<file path="config.mk">
export PLATFORM = sky130hd
export DESIGN_NAME = rx_da_filter
export DESIGN_NICKNAME = d
export VERILOG_FILES = /design/src/rtl/rdf_pkg.sv /design/src/rtl/rdf_capture.sv /design/src/rtl/rdf_crc_hash.sv /design/src/rtl/rdf_hash_table.sv /design/src/rtl/rdf_decide.sv /design/src/rtl/rx_da_filter.sv
export SDC_FILE = /design/constraint.sdc
export NUM_CORES = 1
export LEC_CHECK = 0
export BUFFER_PORTS_ARGS = -buffer_cell sky130_fd_sc_hd__buf_4
export CELL_PAD_IN_SITES_DETAIL_PLACEMENT = 1
export CELL_PAD_IN_SITES_GLOBAL_PLACEMENT = 2
export CORE_MARGIN = 5
export CORE_UTILIZATION = 42
export DETAILED_ROUTE_END_ITERATION = 6
export PLACE_DENSITY_LB_ADDON = 0.1
export SYNTH_ARGS = -nofsm -noshare
export SYNTH_HDL_FRONTEND = slang
export SYNTH_SLANG_ARGS = --single-unit
</file>
<file path="constraint.sdc">
create_clock -name clk -period 3.98 [get_ports clk]
set_input_delay 0.597 -clock clk [delete_from_list [all_inputs] [get_ports clk]]
set_output_delay 0.597 -clock clk [all_outputs]
set_load 0.005 [all_outputs]
</file>
<file path="src/rtl/rdf_pkg.sv">
package rdf_pkg;

   typedef enum logic [2:0] {
      KIND_REJECT  = 3'd0,
      KIND_STATION = 3'd1,
      KIND_BCAST   = 3'd2,
      KIND_HASH    = 3'd3,
      KIND_PROMISC = 3'd4
   } rdf_kind_e;

   localparam logic [1:0] SEL_STA_LO = 2'd0;
   localparam logic [1:0] SEL_STA_HI = 2'd1;
   localparam logic [1:0] SEL_HASH   = 2'd2;
   localparam logic [1:0] SEL_MODE   = 2'd3;

   localparam logic [31:0] CRC_POLY_REFL = 32'hEDB8_8320;
   localparam logic [31:0] CRC_SEED      = 32'hFFFF_FFFF;

endpackage

</file>
<file path="src/rtl/rdf_capture.sv">
module rdf_capture #(
   parameter int ADDR_BYTES = 6
) (
   input  logic                    clk,
   input  logic                    rst_n,
   input  logic                    in_vld,
   input  logic                    in_sof,
   input  logic [7:0]              in_byte,
   output logic                    step,
   output logic                    restart,
   output logic [ADDR_BYTES*8-1:0] addr_q,
   output logic                    done_q
);
   localparam int CNT_W = $clog2(ADDR_BYTES + 1);
   localparam int LAST  = ADDR_BYTES - 1;

   logic [CNT_W-1:0] cnt_q;
   logic [CNT_W-1:0] pos;
   logic             open_q;
   logic             take;
   logic             last_byte;
   logic [7:0]       byte_q [ADDR_BYTES];

   assign take      = in_vld && (in_sof || open_q);
   assign restart   = in_vld && in_sof;
   assign step      = take;
   assign pos       = in_sof ? '0 : cnt_q;
   assign last_byte = (pos == CNT_W'(LAST));

   always_ff @(posedge clk or negedge rst_n) begin
      if (!rst_n) begin
         cnt_q  <= '0;
         open_q <= 1'b0;
         done_q <= 1'b0;
      end else begin
         done_q <= take && last_byte;
         if (take) begin
            cnt_q  <= pos + CNT_W'(1);
            open_q <= !last_byte;
         end
      end
   end

   for (genvar i = 0; i < ADDR_BYTES; i++) begin : g_byte
      always_ff @(posedge clk or negedge rst_n) begin
         if (!rst_n)
            byte_q[i] <= '0;
         else if (take && (pos == CNT_W'(i)))
            byte_q[i] <= in_byte;
      end
      assign addr_q[i*8 +: 8] = byte_q[i];
   end


   sof_restart_chk: assert property (@(posedge clk) disable iff (!rst_n)
      restart |=> (cnt_q == CNT_W'(1)));


   done_single_chk: assert property (@(posedge clk) disable iff (!rst_n)
      done_q |=> !done_q);

endmodule

</file>
<file path="src/rtl/rdf_crc_hash.sv">
module rdf_crc_hash import rdf_pkg::*; #(
   parameter int IDX_W = 9
) (
   input  logic             clk,
   input  logic             rst_n,
   input  logic             step,
   input  logic             restart,
   input  logic [7:0]       data_byte,
   output logic [IDX_W-1:0] idx
);
   logic [31:0] crc_q;
   logic [31:0] base;
   logic [31:0] chain [9];

   assign base     = restart ? CRC_SEED : crc_q;
   assign chain[0] = base ^ {24'd0, data_byte};

   for (genvar k = 0; k < 8; k++) begin : g_bit
      assign chain[k+1] = chain[k][0] ? ((chain[k] >> 1) ^ CRC_POLY_REFL)
                                      : (chain[k] >> 1);
   end

   always_ff @(posedge clk or negedge rst_n) begin
      if (!rst_n)
         crc_q <= CRC_SEED;
      else if (step)
         crc_q <= chain[8];
   end

   // Top bits of the bit-reversed CRC are the low CRC bits in reverse order.
   for (genvar k = 0; k < IDX_W; k++) begin : g_idx
      assign idx[IDX_W-1-k] = crc_q[k];
   end


   crc_restart_chk: assert property (@(posedge clk) disable iff (!rst_n)
      (step && restart && (data_byte == 8'h00)) |=> (crc_q != CRC_SEED));

endmodule

</file>
<file path="src/rtl/rdf_hash_table.sv">
module rdf_hash_table #(
   parameter int IDX_W  = 9,
   parameter int WORD_W = 32
) (
   input  logic             clk,
   input  logic             rst_n,
   input  logic             wr_en,
   input  logic [IDX_W-1:0] wr_idx,
   input  logic             wr_val,
   input  logic [IDX_W-1:0] rd_idx,
   output logic             rd_bit
);
   localparam int BIT_W   = $clog2(WORD_W);
   localparam int WSEL_W  = IDX_W - BIT_W;
   localparam int N_WORDS = (1 << IDX_W) / WORD_W;

   logic [WORD_W-1:0] tbl_q [N_WORDS];
   logic [WSEL_W-1:0] wr_word;
   logic [BIT_W-1:0]  wr_bit;

   assign wr_word = wr_idx[IDX_W-1:BIT_W];
   assign wr_bit  = wr_idx[BIT_W-1:0];

   for (genvar w = 0; w < N_WORDS; w++) begin : g_word
      always_ff @(posedge clk or negedge rst_n) begin
         if (!rst_n)
            tbl_q[w] <= '0;
         else if (wr_en && (wr_word == WSEL_W'(w)))
            tbl_q[w][wr_bit] <= wr_val;
      end
   end

   assign rd_bit = tbl_q[rd_idx[IDX_W-1:BIT_W]][rd_idx[BIT_W-1:0]];


   tbl_write_chk: assert property (@(posedge clk) disable iff (!rst_n)
      wr_en |=> (tbl_q[$past(wr_word)][$past(wr_bit)] == $past(wr_val)));

endmodule

</file>
<file path="src/rtl/rdf_decide.sv">
module rdf_decide import rdf_pkg::*; #(
   parameter int ADDR_W = 48
) (
   input  logic              clk,
   input  logic              rst_n,
   input  logic              eval,
   input  logic [ADDR_W-1:0] addr,
   input  logic [ADDR_W-1:0] station,
   input  logic              promisc,
   input  logic              hash_bit,
   output logic              dec_vld,
   output logic              dec_accept,
   output logic [2:0]        dec_kind
);
   rdf_kind_e kind_d;
   rdf_kind_e kind_q;
   logic      is_group;

   assign is_group = addr[0];

   always_comb begin
      if (promisc)
         kind_d = KIND_PROMISC;
      else if (&addr)
         kind_d = KIND_BCAST;
      else if (addr == station)
         kind_d = KIND_STATION;
      else if (is_group && hash_bit)
         kind_d = KIND_HASH;
      else
         kind_d = KIND_REJECT;
   end

   always_ff @(posedge clk or negedge rst_n) begin
      if (!rst_n) begin
         dec_vld    <= 1'b0;
         dec_accept <= 1'b0;
         kind_q     <= KIND_REJECT;
      end else begin
         dec_vld    <= eval;
         dec_accept <= eval && (kind_d != KIND_REJECT);
         kind_q     <= eval ? kind_d : KIND_REJECT;
      end
   end

   assign dec_kind = kind_q;


   promisc_kind_chk: assert property (@(posedge clk) disable iff (!rst_n)
      (eval && promisc) |=> (dec_vld && (dec_kind == KIND_PROMISC)));


   unicast_nohash_chk: assert property (@(posedge clk) disable iff (!rst_n)
      (eval && !addr[0]) |=> (dec_kind != KIND_HASH));


   bcast_accept_chk: assert property (@(posedge clk) disable iff (!rst_n)
      (eval && (&addr)) |=> dec_accept);

endmodule

</file>
<file path="src/rtl/rx_da_filter.sv">
module rx_da_filter import rdf_pkg::*; #(
   parameter int ADDR_BYTES  = 6,
   parameter int IDX_W       = 9,
   parameter int WORD_W      = 32,
   parameter int CFG_W       = 32,
   parameter int PROMISC_BIT = 4
) (
   input  logic             clk,
   input  logic             rst_n,
   input  logic             cfg_we,
   input  logic [1:0]       cfg_sel,
   input  logic [CFG_W-1:0] cfg_wdata,
   input  logic             da_vld,
   input  logic             da_sof,
   input  logic [7:0]       da_byte,
   output logic             dec_vld,
   output logic             dec_accept,
   output logic [2:0]       dec_kind
);
   localparam int ADDR_W = ADDR_BYTES * 8;
   localparam int HI_W   = ADDR_W - CFG_W;

   if (ADDR_BYTES != 6) begin : g_bad_bytes
      $error("rx_da_filter: destination address must be six bytes");
   end
   if (((1 << IDX_W) % WORD_W) != 0) begin : g_bad_word
      $error("rx_da_filter: table size must be a multiple of the word width");
   end
   if ((IDX_W + 1) > CFG_W) begin : g_bad_idx
      $error("rx_da_filter: hash control word too narrow");
   end
   if (PROMISC_BIT >= CFG_W) begin : g_bad_mode
      $error("rx_da_filter: promiscuous bit outside the data word");
   end

   logic [CFG_W-1:0]  sta_lo_q;
   logic [HI_W-1:0]   sta_hi_q;
   logic              promisc_q;
   logic [ADDR_W-1:0] station;
   logic              step;
   logic              restart;
   logic [ADDR_W-1:0] addr_q;
   logic              done;
   logic [IDX_W-1:0]  hash_idx;
   logic              hash_bit;
   logic              tbl_we;

   always_ff @(posedge clk or negedge rst_n) begin
      if (!rst_n) begin
         sta_lo_q  <= '0;
         sta_hi_q  <= '0;
         promisc_q <= 1'b0;
      end else if (cfg_we) begin
         case (cfg_sel)
            SEL_STA_LO: sta_lo_q  <= cfg_wdata;
            SEL_STA_HI: sta_hi_q  <= cfg_wdata[HI_W-1:0];
            SEL_MODE:   promisc_q <= cfg_wdata[PROMISC_BIT];
            default:    ;
         endcase
      end
   end

   assign station = {sta_hi_q, sta_lo_q};
   assign tbl_we  = cfg_we && (cfg_sel == SEL_HASH);

   rdf_capture #(.ADDR_BYTES(ADDR_BYTES)) u_capture (
      .clk     (clk),
      .rst_n   (rst_n),
      .in_vld  (da_vld),
      .in_sof  (da_sof),
      .in_byte (da_byte),
      .step    (step),
      .restart (restart),
      .addr_q  (addr_q),
      .done_q  (done)
   );

   rdf_crc_hash #(.IDX_W(IDX_W)) u_crc (
      .clk       (clk),
      .rst_n     (rst_n),
      .step      (step),
      .restart   (restart),
      .data_byte (da_byte),
      .idx       (hash_idx)
   );

   rdf_hash_table #(.IDX_W(IDX_W), .WORD_W(WORD_W)) u_table (
      .clk    (clk),
      .rst_n  (rst_n),
      .wr_en  (tbl_we),
      .wr_idx (cfg_wdata[IDX_W-1:0]),
      .wr_val (cfg_wdata[IDX_W]),
      .rd_idx (hash_idx),
      .rd_bit (hash_bit)
   );

   rdf_decide #(.ADDR_W(ADDR_W)) u_decide (
      .clk        (clk),
      .rst_n      (rst_n),
      .eval       (done),
      .addr       (addr_q),
      .station    (station),
      .promisc    (promisc_q),
      .hash_bit   (hash_bit),
      .dec_vld    (dec_vld),
      .dec_accept (dec_accept),
      .dec_kind   (dec_kind)
   );


   dec_follows_done_chk: assert property (@(posedge clk) disable iff (!rst_n)
      dec_vld |-> $past(done));


   accept_kind_chk: assert property (@(posedge clk) disable iff (!rst_n)
      dec_vld |-> (dec_accept == (dec_kind != KIND_REJECT)));


   station_over_hash_chk: assert property (@(posedge clk) disable iff (!rst_n)
      (done && !promisc_q && !(&addr_q) && (addr_q == station))
         |=> (dec_kind == KIND_STATION));

endmodule

</file>
==> metrics.yaml, run 1 <==
outcome: "finished, violations left"
violations: "hold timing"
max-vdd-ir-drop_v: 0.000324
hold_slack_ns: -0.00637
final_antenna_net_count: 0
seqPwrFrac_pct: 38.3
leakagePower_nw: 18.0
path_class: "reg2reg"
use_met3_pct: 5.69
fin_nets: 3383
skew_ns: 0.0296
cts.htree.levels: 3
dieArea_mm2: 0.0836
cap_viol_max_count: 0
routed_via_density: 6.39
track_usage_pct: 32.4
syn_to_final_growth_pct: 13.3
tightest_slew_ns: 1.22
synth.lib_cells_used.distinct: 69
p_comb_share_pct: 28.7
p_sw_share_pct: 34.4
finalMaxSlewViolations: 0
cp_cell_sequence: "buf_12 > mux4_2 > mux4_2 > nand2_1 > a211o_1 > a2111oi_2 > a21oi_2 > a41oi_2"
yosys.area.top_type: "dfrtp_1"
routed_wl_um: 136000
p_int_mw: 13.9
r2r_start: "u_crc.crc_q[2]"
fmax_mhz: 282
cts_post_setup_buffers_inserted: 0
io_buffers: 51
rrSetupSlack_ns: 0.44
vias: 28300
clk_pin_slew_ns: 0.06
ios: 52
hold_buffers: 0
max_stage_delay_ns: 1.06
crit_fanout: 52
synth_edf_count: 0
finalSetupTns_ns: 0
met2_usage_pct: 51.6
dr.first_iter.drc_count: 2539
worst_setup_path_start_kind: "flip-flop"
synthesis.area_mm2: 0.0327
clock_latency_ns: 0.64
grt_pass1_vias: 29800
async_flop_share_pct: 100
top_usage_layer: "met2"
rsz0062_at_grt: "no"
ys_ff_latch: 651
setup_viol: 0
ys.flop_type: "dfrtp_1"
synthesis.nets: 3423
arrival_ns: 4.10
syn_inst: 3371
drtPass1Iterations: 5
yosys-top-cells-area: "dfrtp_1 47%, o21ai_0 8.3%, nand3_1 8.1%"
gr-total-overflow: 0
start_util_pct: 42.3
seq_area_frac_synth_pct: 49.9
root_buffer: "clkbuf_16"
hold_class: "in2async"
crit_top_cell: "mux4_2"
power.total_mw: 21.2
gp_congestion: 0.846
die_x_um: 289
netlist.area_leader.share_pct: 47.3
antenna_found_initial: 7
period_needed_ns: 3.54
rows: 102
routedWlPerCell_um: 30.7
finalHoldViolCount: 1
num_antenna_cells: 0
nFillCells: 8572
slowest_stage: "dfstp_4"
cts_tree: "yes"
dp_hpwl_um: 81600
slew_headroom_pct: 18.5
clock-sinks: 651
timing.final.crit_share_pct: 89.0
worstSetupStartpoint: "u_crc.crc_q[2]"
p_per_area_mw_per_mm2: 572
cts_buffer_depth: 3
layout-drive-gt1-share_pct: 17.9
avgSynthCellArea_um2: 9.71
drc: 0
use_met1_pct: 44.6
end_kind: "flip-flop"
critPathRequiredTime_ns: 4.54
ctsResizeCount: 0
die_h_um: 289
grt_max_degree: 122
clock_power_share_pct: 33.1
cts-buffers-inserted: 76
coreArea_mm2: 0.0773
ys_warn_count: 0
grt_first_pass_wirelength_um: 203000
netSwitchingPower_mw: 7.29
[synth_stat cells (5+ instances only)]
library cell  number
dfrtp_1          619
nand2_1          618
o21ai_0          540
nand3_1          527
clkbuf_1         262
mux4_2           113
nor2_1            97
mux2_2            96
xor2_1            59
xnor2_1           42
a21oi_1           41
mux2i_1           40
dfstp_2           32
a22oi_1           30
buf_2             20
nor4_1            17
nand4_1           15
o22ai_1           15
nor3_1            14
inv_1             13
nor2b_1           13
nand2b_1          12
a221oi_1          11
buf_6             10
buf_1              8
and2_1             7
and3_1             5
buf_12             5
ha_1               5
mux4_1             5
or2_2              5
[per-stage QoR]
stage               std cells  area [um2]  setup slack [ns]  util, %
floorplan                3371       32700              1.21        -
detailed placement       4293       34600             0.465     44.8
CTS                      4425       37100             0.460     48.0
global placement         4293       34600             0.478     44.8
global route             4425       37100             0.375     48.0
finish                   4425       37100             0.437     48.0
[metal layers]
metal / share of wire (%) / wire (um) / vias to the layer above
met2: 46 / 62900 / 1190
met5: 0.010 / 14 / -
met1: 42 / 57100 / 14900
li1: - / - / 11800
met4: 4.5 / 6080 / 4
met3: 7.2 / 9840 / 332
[final timing paths]
| kind | depth (start not counted) | end |
|---|---|---|
| setup / recovery | 8 | u_decide.dec_accept |
| hold / removal | 1 | sta_lo_q[19] |
| setup reg to reg | 8 | u_decide.dec_accept |
| hold reg to reg | 0 | u_decide.dec_vld |
| max in group asynchronous | 2 | u_table.tbl_q[487] |
| min in group clk | 2 | sta_lo_q[30] |
[critical path, delay by kind of cell, from the launching register on]
| family | cells | cell delay, ns |
|---|---|---|
| buf+inv | 1 | 0.36 |
| mux | 2 | 0.51 |
| flops | 1 | 1.06 |
| simple gates | 1 | 0.15 |
| compound gates | 4 | 1.33 |
[power groups by stage]
| stage | registers (mW) | logic (mW) | clock network, mW |
|---|---|---|---|
| 2_1_floorplan | 7.74 | 4.28 | 0 |
| 3_3_place_gp | 8.19 | 5.88 | 0 |
| 3_5_place_dp | 8.22 | 6.02 | 0 |
| 4_1_cts | 8.11 | 6.07 | 7.11 |
| 5_1_grt | 8.18 | 6.43 | 7.40 |
| 6_report | 8.12 | 6.08 | 7.02 |
[state kept, by name, indices dropped and copies added (netlist names), 3 cells and up]
register / flops
sta_hi_q: 16
sta_lo_q: 32
u_capture.addr_q: 48
u_capture.cnt_q: 3
u_crc.crc_q: 32
u_decide.dec_kind: 3
u_table.tbl_q: 512
[area by class of cell]
| type | instances | area (um2) | area share, % |
|---|---|---|---|
| inverter | 13 | 48.8 | 0.132 |
| clock inverter | 20 | 183 | 0.492 |
| multi-input combinational | 2399 | 15200 | 40.9 |
| sequential | 651 | 16300 | 44.0 |
| timing repair buffer | 190 | 1770 | 4.76 |
| tap | 1040 | 1300 | 3.51 |
| clock buffer | 112 | 2270 | 6.12 |
[cell usage in the layout (no fill, tap or decap), drive strengths merged, types with 5 or more instances in the layout]
cell type | netlist | final
xor2 | 60 | 60
nor3 | 14 | 14
clkbuf | 262 | 112
a221oi | 11 | 11
o311ai | 5 | 5
a21oi | 43 | 43
dfrtp | 619 | 619
clkinv | 0 | 15
nor2 | 97 | 97
nand3 | 527 | 527
and2 | 7 | 7
nand2b | 12 | 12
ha | 5 | 5
and3 | 5 | 5
nand2 | 618 | 618
nor4 | 17 | 17
inv | 13 | 15
nor2b | 13 | 13
or2 | 5 | 5
mux4 | 118 | 118
dfstp | 32 | 32
o21ai | 542 | 542
buf | 46 | 190
xnor2 | 48 | 48
mux2 | 100 | 100
a22oi | 30 | 30
o22ai | 15 | 15
mux2i | 40 | 40
nand4 | 15 | 15
[cell families (layout without fill, tap and decap cells)]
family,count (synthesis),count (layout),share of synthesized area [%]
and+or+nand+nor,1350,1350,18.4
AOI/OAI and AO/OA,676,676,11.2
DFF,651,651,49.9
buffers and inverters,321,335,4.27
muxes,258,258,12.8
xor gates and xnor gates,110,110,3.26
adders and majority gates,5,5,0.191
Power figures use the tool's default switching activity.
==> run 2, diff against run 1 <==
==> constraint.sdc (replaced) <==
create_clock -name clk -period 3.4 [get_ports clk]
set_input_delay 0.51 -clock clk [delete_from_list [all_inputs] [get_ports clk]]
set_output_delay 0.51 -clock clk [all_outputs]
set_load 0.01 [all_outputs]
==> run 2 against run 1 <==
Net effect: flip-flop and latch count stayed put; clock power up 25%; critical path type unchanged; critical endpoint unchanged; first-iteration DRC count rose by 8.8%; the run now ends clean; worst hold slack better by 0.11 ns.
==> metrics.yaml, run 2 (synthesis results as in run 1) <==
outcome: "finished clean"  # was finished, violations left
clock_latency_ns: 0.63  # was 0.64 ns
antenna_found_initial: 0  # was 7
path_class: "reg2reg"  # unchanged
critPathRequiredTime_ns: 3.88  # was 4.54 ns
largest_reg_flops: 512  # unchanged
gp_congestion: 0.853  # was 0.846
worst_slack_ns: 0.0531  # was 0.437 ns
cp-endpoint: "u_decide.dec_accept"  # unchanged
clock_power_share_pct: 34.3  # was 33.1%
finalHoldViolCount: 0  # was 1
track_usage_pct: 32.9  # was 32.4%
tightest_slew_ns: 1.21  # was 1.22 ns
cts_tree: "yes"  # unchanged
final_antenna_net_count: 0  # unchanged
max-vdd-ir-drop_v: 0.000339  # was 0.000324 V
root_buffer: "clkbuf_16"  # unchanged
syn_to_final_growth_pct: 15.4  # was 13.3%
gr-total-overflow: 0  # unchanged
routed_via_density: 6.40  # was 6.39
ios: 52  # unchanged
end_kind: "flip-flop"  # unchanged
clk_pin_slew_ns: 0.06  # about the same
vias: 28700  # was 28300
cts-buffers-inserted: 77  # was 76
rsz0062_at_grt: "no"  # unchanged
crit_fanout: 31  # was 52
slew_headroom_pct: 19.2  # was 18.5%
period_needed_ns: 3.35  # was 3.54 ns
drc: 0  # unchanged
layout_commonest_cell: "dfrtp_1"  # unchanged
die_h_um: 289  # unchanged
p_sw_share_pct: 33.4  # was 34.4%
timing.final.crit_share_pct: 98.4  # was 89.0%
cts_post_setup_buffers_inserted: 0  # unchanged
multiInputGateArea_mm2: 0.0152  # about the same
setup_viol: 0  # unchanged
skew_ns: 0.0275  # was 0.0296 ns
seqCellArea_mm2: 0.0163  # unchanged
dr.first_iter.drc_count: 2763  # was 2539
num_antenna_cells: 0  # unchanged
p_per_area_mw_per_mm2: 677  # was 572 mW/mm2
rrSetupSlack_ns: 0.05  # was 0.44 ns
worstSetupStartpoint: "u_crc.crc_q[2]"  # unchanged
coreArea_mm2: 0.0773  # unchanged
rr_endpoint: "u_decide.dec_accept"  # unchanged
fin_nets: 3436  # was 3383
leakagePower_nw: 18.3  # was 18.0 nW
fmax_mhz: 299  # was 282 MHz
drtPass1Iterations: 5  # unchanged
layout-drive-gt1-share_pct: 19.2  # was 17.9%
place_inst: 4344  # was 4293
mostFrequentLayoutCells: "619 x dfrtp_1, 606 x nand2_1, 540 x o21ai_0, 523 x nand3_1, 208 x buf_4"  # was 619 x dfrtp_1, 606 x nand2_1, 540 x o21ai_0, 523 x nand3_1, 162 x buf_4
dieArea_mm2: 0.0836  # unchanged
regMostFlops: "u_table.tbl_q"  # unchanged
hold_depth: 2
nFillCells: 8478  # was 8572
fin_util_pct: 48.8  # was 48.0%
cts_buffer_depth: 3  # unchanged
routed_wl_um: 139000  # was 136000 um
start_util_pct: 42.3  # unchanged
finalMaxSlewViolations: 0  # unchanged
die_x_um: 289  # unchanged
cts.htree.levels: 3  # unchanged
dp_hpwl_um: 81700  # was 81600 um
worst_setup_path_start_kind: "flip-flop"  # unchanged
p_int_mw: 17.0  # was 13.9 mW
arrival_ns: 3.82  # was 4.10 ns
rows: 102  # unchanged
grt_first_pass_wirelength_um: 204000  # was 203000 um
seqPwrFrac_pct: 36.9  # was 38.3%
post-place-ws_ns: -0.0873  # was 0.465 ns
clock-sinks: 651  # unchanged
hold_class: "in2reg"  # was in2async
io_buffers: 51  # unchanged
grt_max_degree: 104  # was 122
ff2ff_path_depth: 9  # was 8
cap_viol_max_count: 0  # unchanged
netSwitchingPower_mw: 8.55  # was 7.29 mW
r2r_start: "u_crc.crc_q[2]"  # unchanged
grt_pass1_vias: 30000  # was 29800
routedWlPerCell_um: 30.9  # was 30.7 um
final_cells: 4485  # was 4425
hold_slack_ns: 0.108  # was -0.00637 ns
p_comb_share_pct: 28.8  # was 28.7%
-- run 2: changes by cell type in the layout (fill, tap and decap cells not counted), sizes merged --
cell,before,now
inv,15,17
clkbuf,112,119
buf,190,241
dlygate4sd3,0,1
clkinv,15,8
bufinv,2,8
-- run 2: cell type report --
| class | instances | share of cell area, % |
|---|---|---|
| flip-flops and latches | 651 | 43.3 |
| clock inverters | 21 | 0.884 |
| multi-input cells | 2399 | 40.2 |
| clock buffers | 119 | 6.16 |
| well taps | 1040 | 3.44 |
| inverters | 13 | 0.129 |
| repair buffers | 242 | 5.88 |
-- run 2: stage by stage --
| stage | power [mW] | cell area (um2) | TNS (ns) |
|---|---|---|---|
| floorplan | 14.1 | 32700 | 0 |
| global placement | 16.6 | 35100 | -0.0433 |
| detailed placement | 16.8 | 35100 | -0.0995 |
| CTS | 25.6 | 37800 | 0 |
| global route | 26.5 | 37800 | 0 |
| finish | 25.6 | 37800 | 0 |
-- run 2: power groups by stage --
| stage | sequential (mW) | clock (mW) | combinational (mW) |
|---|---|---|---|
| after CTS | 9.43 | 8.89 | 7.31 |
| after global placement | 9.52 | 0 | 7.09 |
| after global routing | 9.51 | 9.21 | 7.78 |
| after detailed placement | 9.55 | 0 | 7.26 |
| after floorplan | 9.07 | 0 | 5.01 |
| final | 9.45 | 8.78 | 7.36 |
-- run 2: critical path, cell delays in order (launching register included) --
cell	delay (ns)
dfstp_4	0.93
buf_12	0.31
buf_4	0.33
mux4_2	0.35
a221oi_1	0.32
nand2_1	0.13
a21oi_1	0.33
a2111oi_2	0.12
a21oi_2	0.19
a41oi_2	0.13
-- run 2: metal layers --
metal  GRT usage (%)  routed length (um)
met1            45.1               57700
met2            52.4               63900
met3            5.39               10600
met4            13.6                6410
met5               0                   0
-- run 2: worst min-delay path by stage --
stage,slack [ns],endpoint,start
global placement,0.41,u_decide.dec_vld,u_capture.done_q
floorplan,0.21,promisc_q,rst_n
global route,0.1,sta_lo_q[20],cfg_wdata[20]
CTS,0.08,sta_lo_q[20],cfg_wdata[20]
finish,0.11,sta_lo_q[20],cfg_wdata[20]
detailed placement,0.43,u_decide.dec_vld,u_capture.done_q
-- run 2: what timing repair did --
item                       4_1_cts  5_1_grt
setup endpoints to repair        2        1
hold endpoints to repair        49        0
resized for setup                1        1
cloned                           0        0
hold buffers                     1        0
==> run 3, diff against run 2 <==
Settings changed: SYNTH_HIERARCHICAL set to 1.
==> run 3 against run 2 <==
Net effect: flip-flop and latch count unchanged; largest power group is now combinational logic; wire length decreased by 1.5%; synthesized cell count increased by 1.4%; register-to-register slack got worse by 0.03 ns; critical path depth increased by 4; power increased by 9.4%; setup slack got worse by 0.028 ns; via count about the same; critical path type unchanged; core utilization increased by 0.38 points; clock-buffer cell count increased by 1; final area increased by 2.8%; cell count increased by 1.5%.
==> metrics.yaml, run 3 <==
grt_first_pass_wirelength_um: 204000  # about the same
async_flop_share_pct: 100  # unchanged
tightest_slew_ns: 1.24  # was 1.21 ns
finalSetupTns_ns: 0  # unchanged
drc: 0  # unchanged
yosysMostFrequentCell: "dfrtp_1"  # unchanged
cts.htree.levels: 3  # unchanged
worst_setup_path_start_kind: "flip-flop"  # unchanged
synth_top_family_by_area: "simple AND/OR/NAND/NOR gates"  # unchanged
regMostFlops: "u_table/tbl_q"  # was u_table.tbl_q
yosys.area.top_type: "dfrtp_1"  # unchanged
seq_area_frac_synth_pct: 49.0  # was 49.9%
fin_nets: 3486  # was 3436
root_buffer: "clkbuf_16"  # unchanged
finalHoldViolCount: 0  # unchanged
arrival_ns: 3.89  # was 3.82 ns
synthAdderAreaFrac_pct: 0.0376  # was 0.191%
start_util_pct: 42.2  # was 42.3%
clk_pin_slew_ns: 0.06  # about the same
synth-compound-area-share_pct: 11.4  # was 11.2%
use_met3_pct: 5.24  # was 5.39%
end_kind: "flip-flop"  # unchanged
largest_reg_flops: 512  # unchanged
cts_tree: "yes"  # unchanged
period_needed_ns: 3.37  # was 3.35 ns
netlist.area_leader.share_pct: 46.5  # was 47.3%
synthesis.nets: 3467  # was 3423
placed_area_mm2: 0.0356  # was 0.0351 mm2
met2_usage_pct: 49.6  # was 52.4%
ios: 52  # unchanged
cap_viol_max_count: 0  # unchanged
dieArea_mm2: 0.0850  # was 0.0836 mm2
fin_area_mm2: 0.0388  # was 0.0378 mm2
routed_wl_um: 137000  # was 139000 um
timing.final.crit_share_pct: 99.3  # was 98.4%
synth.lib_cells_used.distinct: 76  # was 69
max_stage_delay_ns: 0.66  # was 0.93 ns
nFillCells: 8665  # was 8478
dr.first_iter.drc_count: 2522  # was 2763
use_met1_pct: 43.5  # was 45.1%
layout_commonest_cell: "dfrtp_1"  # unchanged
rsz0062_at_grt: "yes"  # was no
clock-sinks: 651  # unchanged
synthMuxAreaShare_pct: 12.6  # was 12.8%
dp_hpwl_um: 81700  # about the same
skew_ns: 0.0217  # was 0.0275 ns
slew_headroom_pct: 17.2  # was 19.2%
cts-buffers-inserted: 79  # was 77
vias: 28700  # about the same
mostFrequentLayoutCells: "619 x dfrtp_1, 560 x nand2_1, 524 x o21ai_0, 520 x nand3_1, 190 x buf_4"  # was 619 x dfrtp_1, 606 x nand2_1, 540 x o21ai_0, 523 x nand3_1, 208 x buf_4
die_x_um: 292  # was 289 um
gr-total-overflow: 0  # unchanged
hold_class: "in2reg"  # unchanged
setup_viol: 0  # unchanged
grt_pass1_vias: 30700  # was 30000
synth_xor_xnor_area_share_pct: 4.24  # was 3.26%
syn_to_final_growth_pct: 16.6  # was 15.4%
track_usage_pct: 31.3  # was 32.9%
grt_max_degree: 99  # was 104
yosys-top-cells-area: "dfrtp_1 47%, o21ai_0 7.9%, nand3_1 7.9%"  # was dfrtp_1 47%, o21ai_0 8.3%, nand3_1 8.1%
coreArea_mm2: 0.0789  # was 0.0773 mm2
outcome: "finished clean"  # unchanged
leakagePower_nw: 19.1  # was 18.3 nW
cp_cell_sequence: "buf_12 > buf_16 > mux4_2 > o32ai_4 > a21oi_2 > o31ai_1 > a2111o_1 > o2111ai_2 > buf_6 > and2_4 > nor2_4 > nand2_1 > o21a_1"  # was buf_12 > buf_4 > mux4_2 > a221oi_1 > nand2_1 > a21oi_1 > a2111oi_2 > a21oi_2 > a41oi_2
cpLargestDelayFamily: "compound AO/OA/AOI/OAI gates"  # unchanged
avgSynthCellArea_um2: 9.74  # was 9.71 um2
top_usage_layer: "met2"  # unchanged
rows: 103  # was 102
crit_fanout: 8  # was 31
clock_latency_ns: 0.65  # was 0.63 ns
syn_inst: 3419  # was 3371
fin_util_pct: 49.2  # was 48.8%
synthesis.area_mm2: 0.0333  # was 0.0327 mm2
ys_warn_count: 6  # was 0
fmax_mhz: 296  # was 299 MHz
synth-simple-area-share_pct: 17.7  # was 18.4%
cts_buffer_depth: 3  # unchanged
ys.flop_type: "dfrtp_1"  # unchanged
finalMaxSlewViolations: 0  # unchanged
slowest_stage: "dfstp_4"  # unchanged
die_h_um: 292  # was 289 um
yosys-top-cells-count: "619 x dfrtp_1, 574 x nand2_1, 529 x o21ai_0"  # was 619 x dfrtp_1, 618 x nand2_1, 540 x o21ai_0
p_per_area_mw_per_mm2: 721  # was 677 mW/mm2
layout-drive-gt1-share_pct: 19.7  # was 19.2%
final_antenna_net_count: 0  # unchanged
routed_via_density: 6.31  # was 6.40
antenna_found_initial: 8  # was 0
ys_ff_latch: 651  # unchanged
critPathRequiredTime_ns: 3.92  # was 3.88 ns
max-vdd-ir-drop_v: 0.000739  # was 0.000339 V
io_buffers: 51  # unchanged
gp_congestion: 0.855  # was 0.853
routedWlPerCell_um: 30.0  # was 30.9 um
path_class: "reg2reg"  # unchanged
synth_edf_count: 0  # unchanged
drtPass1Iterations: 5  # unchanged
path_buf_inv: 3  # was 2
==> run 3: final timing paths <==
kind | cells after the start | end | startpoint | slack [ns]
hold reg to reg | 0 | u_decide/dec_vld | u_capture/done_q | 0.45
min in group asynchronous | 2 | u_table/tbl_q[19] | rst_n | 0.52
hold / removal | 2 | sta_lo_q[28] | cfg_wdata[28] | 0.08
setup reg to reg | 13 | u_decide/dec_accept | u_crc/crc_q[3] | 0.03
setup / recovery | 13 | u_decide/dec_accept | u_crc/crc_q[3] | 0.03
max in group asynchronous | 3 | u_table/tbl_q[309] | rst_n | 1.89
==> run 3: cell families after synthesis <==
kind of cell | after synthesis
muxes | 305
AOI/OAI and AO/OA | 686
buffers and inverters | 324
DFF | 651
and+or+nand+nor | 1311
xor gates and xnor gates | 141
adders and majority gates | 1
==> run 3: power by group <==
| group | internal (mW) | total [mW] | switching (mW) |
|---|---|---|---|
| combinational | 4.45 | 9.87 | 5.42 |
| sequential | 8.56 | 9.24 | 0.689 |
| clock | 5.26 | 8.86 | 3.61 |
| total | 18.3 | 28.0 | 9.72 |
==> run 3: routing by layer <==
layer,vias to the layer above,wire (um)
met5,-,14
met3,345,9180
met1,15100,58100
met2,1159,62800
li1,12100,-
met4,2,6370
==> run 3: what timing repair did <==
action / in CTS / in global routing
gates resized for setup: 6 / 49
hold buffers: 1 / 0
pin swaps: 1 / 20
endpoints found under the hold margin: 57 / 0
setup buffers: 0 / 4
endpoints found under the setup margin: 2 / 3
cloned: 3 / 3
==> run 3: area by class of cell <==
cell class | count | area, um2 | area share, %
multi-input cells | 2444 | 15700 | 40.4
clock inverters | 25 | 308 | 0.793
well taps | 1050 | 1310 | 3.38
flip-flops and latches | 651 | 16300 | 42.1
clock buffers | 120 | 2390 | 6.16
diodes | 2 | 5.00 | 0.0129
inverters | 7 | 26.3 | 0.0677
repair buffers | 255 | 2740 | 7.05
==> run 3: through the flow <==
stage	cells	setup slack (ns)	total power [mW]	hold WS [ns]
after detailed placement	4396	-0.0327	18.4	0.429
final	4554	0.0254	28.0	0.0841
after global routing	4553	-0.0699	29.0	0.0615
after CTS	4545	-0.0291	27.6	0.0511
after global placement	4396	-0.0645	18.2	0.420
after floorplan	3419	0.569	15.2	0.214
